File: config.mk
export PLATFORM = sky130hd
export DESIGN_NAME = dual_mode_branch_link
export DESIGN_NICKNAME = d
export VERILOG_FILES = /design/src/rtl/bl_pkg.sv /design/src/rtl/bl_target.sv /design/src/rtl/bl_link.sv /design/src/rtl/dual_mode_branch_link.sv
export SDC_FILE = /design/constraint.sdc
export NUM_CORES = 1
export LEC_CHECK = 0
export BUFFER_PORTS_ARGS = -buffer_cell sky130_fd_sc_hd__buf_4
export CAP_MARGIN = 5
export CORE_MARGIN = 5
export CORE_UTILIZATION = 44
export CTS_CLUSTER_DIAMETER = 80
export DETAILED_ROUTE_END_ITERATION = 6
export PLACE_DENSITY_LB_ADDON = 0.05
export SLEW_MARGIN = 20
export SYNTH_ARGS = -nofsm -noshare
export SYNTH_HDL_FRONTEND = slang
export SYNTH_HIERARCHICAL = 1
export SYNTH_SLANG_ARGS = --single-unit
File: constraint.sdc
create_clock -name clk -period 2.8 [get_ports clk]
set_input_delay 0.28 -clock clk [delete_from_list [all_inputs] [get_ports clk]]
set_output_delay 0.28 -clock clk [all_outputs]
set_load 0.02 [all_outputs]
File: src/rtl/bl_pkg.sv
package bl_pkg;

    typedef enum logic [2:0] {
        OP_NONE   = 3'd0,
        OP_STAT_R = 3'd1,
        OP_STAT_X = 3'd2,
        OP_ADDR_R = 3'd3,
        OP_ADDR_X = 3'd4,
        OP_CALL_R = 3'd5,
        OP_RET_R  = 3'd6,
        OP_RSVD   = 3'd7
    } brop_e;

    typedef enum logic {
        AM_24 = 1'b0,
        AM_31 = 1'b1
    } amode_e;

endpackage

File: src/rtl/bl_target.sv
module bl_target
    import bl_pkg::*;
#(
    parameter int XLEN      = 32,
    parameter int NARROW_AW = 24
) (
    input  amode_e            mode_after,
    input  logic [XLEN-1:0]   raw,
    output logic [XLEN-1:0]   masked
);

    // Per bit: low bits always pass, mid bits pass only in wide mode,
    // the top bit never passes.
    for (genvar i = 0; i < XLEN; i++) begin : g_bit
        if (i < NARROW_AW) begin : g_low
            assign masked[i] = raw[i];
        end else if (i < XLEN - 1) begin : g_mid
            assign masked[i] = raw[i] & (mode_after == AM_31);
        end else begin : g_top
            assign masked[i] = 1'b0;
        end
    end

endmodule

File: src/rtl/bl_link.sv
module bl_link
    import bl_pkg::*;
#(
    parameter int XLEN      = 32,
    parameter int NARROW_AW = 24,
    parameter int CC_W      = 2,
    parameter int PM_W      = 4
) (
    input  brop_e             op,
    input  amode_e            mode,
    input  logic [CC_W-1:0]   cond_code,
    input  logic [PM_W-1:0]   prog_mask,
    input  logic [XLEN-1:0]   ret_addr,
    input  logic [XLEN-1:0]   r1_val,
    output logic [XLEN-1:0]   word
);

    localparam int TOP_W = XLEN - NARROW_AW;
    localparam int ILC_W = TOP_W - CC_W - PM_W;
    localparam logic [ILC_W-1:0] ILC_SHORT = ILC_W'(0);
    localparam logic [ILC_W-1:0] ILC_LONG  = ILC_W'(1);

    logic [XLEN-1:0] addr_word;

    always_comb begin
        if (mode == AM_31) begin
            addr_word = {1'b1, ret_addr[XLEN-2:0]};
        end else begin
            addr_word = {{TOP_W{1'b0}}, ret_addr[NARROW_AW-1:0]};
        end
    end

    always_comb begin
        unique case (op)
            OP_STAT_R: word = {ILC_SHORT, cond_code, prog_mask, ret_addr[NARROW_AW-1:0]};
            OP_STAT_X: word = {ILC_LONG,  cond_code, prog_mask, ret_addr[NARROW_AW-1:0]};
            OP_ADDR_R,
            OP_ADDR_X,
            OP_CALL_R: word = addr_word;
            OP_RET_R:  word = {mode == AM_31, r1_val[XLEN-2:0]};
            default:   word = '0;
        endcase
    end

endmodule

File: src/rtl/dual_mode_branch_link.sv
module dual_mode_branch_link
    import bl_pkg::*;
#(
    parameter int XLEN      = 32,
    parameter int NARROW_AW = 24,
    parameter int RF_W      = 4,
    parameter int CC_W      = 2,
    parameter int PM_W      = 4
) (
    input  logic              clk,
    input  logic              rst_n,
    input  logic              br_valid,
    input  logic [2:0]        br_op,
    input  logic [RF_W-1:0]   r1_field,
    input  logic [RF_W-1:0]   r2_field,
    input  logic [CC_W-1:0]   cond_code,
    input  logic [PM_W-1:0]   prog_mask,
    input  logic [XLEN-1:0]   ret_addr,
    input  logic [XLEN-1:0]   r1_val,
    input  logic [XLEN-1:0]   r2_val,
    output logic [XLEN-1:0]   target_addr,
    output logic              mode_next,
    output logic [XLEN-1:0]   link_data,
    output logic              link_we,
    output logic              taken,
    output logic              mode_cur
);

    localparam int MSB = XLEN - 1;

    brop_e           op;
    amode_e          state_q, state_d;
    logic            reg_form, known_op, blocked, go, sets_mode, tgt_wide;
    logic [XLEN-1:0] raw_tgt, link_word;

    // Decode of the operation.
    always_comb begin
        op        = brop_e'(br_op);
        reg_form  = (op == OP_STAT_R) || (op == OP_ADDR_R) ||
                    (op == OP_CALL_R) || (op == OP_RET_R);
        known_op  = (op != OP_NONE) && (op != OP_RSVD);
        blocked   = reg_form && (r2_field == '0);
        go        = br_valid && known_op && !blocked;
        sets_mode = (op == OP_CALL_R) || (op == OP_RET_R);
        tgt_wide  = r2_val[MSB];
    end

    // Next-state logic: TO_31 / TO_24 on a taken mode-switching op.
    always_comb begin
        state_d = state_q;
        unique case (state_q)
            AM_24: if (go && sets_mode && tgt_wide)  state_d = AM_31;
            AM_31: if (go && sets_mode && !tgt_wide) state_d = AM_24;
            default: state_d = AM_24;
        endcase
    end

    // State register.
    always_ff @(posedge clk or negedge rst_n) begin
        if (!rst_n) state_q <= AM_24;
        else        state_q <= state_d;
    end

    bl_link #(
        .XLEN(XLEN), .NARROW_AW(NARROW_AW), .CC_W(CC_W), .PM_W(PM_W)
    ) u_link (
        .op(op), .mode(state_q), .cond_code(cond_code), .prog_mask(prog_mask),
        .ret_addr(ret_addr), .r1_val(r1_val), .word(link_word)
    );

    bl_target #(
        .XLEN(XLEN), .NARROW_AW(NARROW_AW)
    ) u_target (
        .mode_after(state_d), .raw(raw_tgt), .masked(target_addr)
    );

    // Output process.
    always_comb begin
        raw_tgt   = go ? r2_val : ret_addr;
        taken     = go;
        mode_next = (state_d == AM_31);
        mode_cur  = (state_q == AM_31);
        link_we   = go && !((op == OP_RET_R) && (r1_field == '0));
        link_data = link_we ? link_word : '0;
    end

    // Checks next to the logic.
    a_r1_idle_quiet: assert property (@(posedge clk) disable iff (!rst_n)
        !br_valid |-> (!taken && !link_we));

    a_r8_zero_target_field: assert property (@(posedge clk) disable iff (!rst_n)
        (br_valid && reg_form && r2_field == '0) |-> (!taken && !link_we));

    a_r7_narrow_target: assert property (@(posedge clk) disable iff (!rst_n)
        !mode_next |-> (target_addr[MSB:NARROW_AW] == '0));

    a_r7_wide_target: assert property (@(posedge clk) disable iff (!rst_n)
        mode_next |-> !target_addr[MSB]);

    a_r9_mode_held: assert property (@(posedge clk) disable iff (!rst_n)
        !(br_valid && taken) |=> $stable(mode_cur));

    a_r2_status_top_clear: assert property (@(posedge clk) disable iff (!rst_n)
        (link_we && (br_op == OP_STAT_R || br_op == OP_STAT_X)) |-> !link_data[MSB]);

    a_r6_no_save: assert property (@(posedge clk) disable iff (!rst_n)
        (br_valid && br_op == OP_RET_R && r1_field == '0) |-> !link_we);

    a_r5_call_saves_mode: assert property (@(posedge clk) disable iff (!rst_n)
        (link_we && br_op == OP_CALL_R) |-> (link_data[MSB] == mode_cur));

endmodule

==> results.md <==
* Filler cell count at about 480
* Share of cells above drive strength 1 at 49.0%
* Slowest stage cell, crit path: inv_1
* Clock Pin Slew Worst Setup and Hold Paths at 0 ps
* Syn nets at between 400 and 500
* Most frequent cells in the layout: buf_4, o211ai_1, nand4_1, o31ai_1, nor4b_1
* Clk_lat worst skew at 0 ps
* Final worst-path cycle share at between 80% and 90%
* Crit path cell chain: buf_4, inv_1, o31ai_1, o211ai_1, and2_1, buf_4
* Worst min path class: in2async
* Die W at between 80 and 90 um
* Crit start category: primary input
* Most Frequent Cell on Critical Path: buf_4
* Synthesis-to-layout area growth at 49.4%
* Hold_buf cts at 0
* Worst r2r dst: mode_cur
* Leakage power at 1.48 nW
* Worst-path fanout max at 34
* Die area at ~0.0067 mm^2
* Post-Syn Area per Cell at between 7 and 8 um^2
* Max Slew Vio Count at 0
* Status: complete, no violations
* PortBufs at between 150 and 200
* Total track usage at ~28%
* DR vias at roughly 3200
* IO Count at 184
* # resized after CTS at 0
* Crit path max-delay family: buffers and inverters
* Mapped Area at between 0.002 and 0.0025 mm^2
* Routed len/inst at around 20 um
* WS Path Type: in2out
* Initial antenna violation count at 0
* RSZ-0062 raised after global routing: no
* Post-DR vias/cell at between 6 and 7
* Postcts setup bufs at 0
* Hpwl dp at about 7300 um
* DR DRC count at 0
* Global-route wire length before repair at approximately 15000 um
* Final Hold Viols at 0
* R2R setup slack at ~1900 ps
* Setup crit end kind: primary output
* Initial drt markers at roughly 300
* Setup TNS at 0 ps
* Max IR drop VDD at around 0.14 mV
* Commonest non-fill, non-tap cell in the layout: buf_4
* Multi-input logic area at ~0.0018 mm^2
* Number of flip-flops in the largest register at 1
* Max-Cap Viols at 0
* Post-route cell area at ~0.0034 mm^2
* Routed wire length at 10000 um
* Clock Skew at 0 ps
* Number of global-route vias before repair at around 3000
* Fin util at slightly below 70%
* Final setup vio count at 0
* Buf/Inv on CP at 3
* Ys Warns at 6
* Final antenna-violating net count at 0
* Starting Density at 45.0%
* # rows at 26
* Grt ovf at 0
* Number of diodes at 0
* Cell Pwr Density at approximately 210 mW/mm^2
* GP Congestion at 0.851
* Hold slack at 55.5 ps
* Cell count after synthesis at between 300 and 400
* CP required at 2520 ps
* Fmax at approximately 0.44 GHz
* First-pass detailed-route iteration total at 4
* Worst Path Arrival at 1990 ps
* Place WS at between 500 and 600 ps
* Register Area at 25.0 um^2
* R2r startpoint: mode_cur
* Reg2reg path depth at 1
* Die Y at around 82 um
* WP depth at 6
* Final worst setup slack at between 500 and 600 ps
* Total core area at 0.00507 mm^2
* Largest net degree at the start of global routing at 35
* Slew HR at ~33%
* Worst Max-Slew Pin Slew at about 1000 ps
* # nets final at approximately 550
* Min cycle time layout at 2270 ps
* Post-place instance area at ~0.0034 mm^2
* Max stage delay on crit path at 540 ps
-- cell type report --
cell class              instances  share of cell area, %
inverters                       1                  0.110
multi-input cells             234                   53.3
flip-flops and latches          1                  0.733
well taps                      70                   2.57
repair buffers                197                   43.3
-- worst max-delay path by stage --
stage / slack, ps / to / startpoint
detailed placement: 570 / target_addr[30] / br_valid
finish: 530 / target_addr[24] / br_valid
global route: 320 / target_addr[28] / br_valid
CTS: 560 / target_addr[30] / br_valid
floorplan: 680 / link_data[0] / br_op[1]
global placement: 470 / target_addr[27] / br_op[1]
-- power breakdown --
group | switching (mW) | internal, mW | leakage (nW)
logic | 0.359 | 0.335 | 1.47
registers | 0.00485 | 0.0184 | 0.0118
clock network | 0 | 0 | 0
total | 0.364 | 0.354 | 1.48
-- metal layers --
layer	vias up	track usage [%]	wire, um
met1	1503	36.5	3920
met5	-	0	0
met3	10	4.39	1020
met2	180	48.2	5000
met4	0	3.49	84
li1	1516	-	-
-- stage by stage --
| stage | instances | power (mW) |
|---|---|---|
| 2_1_floorplan | 314 | 0.437 |
| 6_report | 503 | 0.718 |
| 4_1_cts | 503 | 0.716 |
| 3_5_place_dp | 503 | 0.715 |
| 5_1_grt | 503 | 0.766 |
| 3_3_place_gp | 503 | 0.707 |
(Power assumes the default switching activity.)
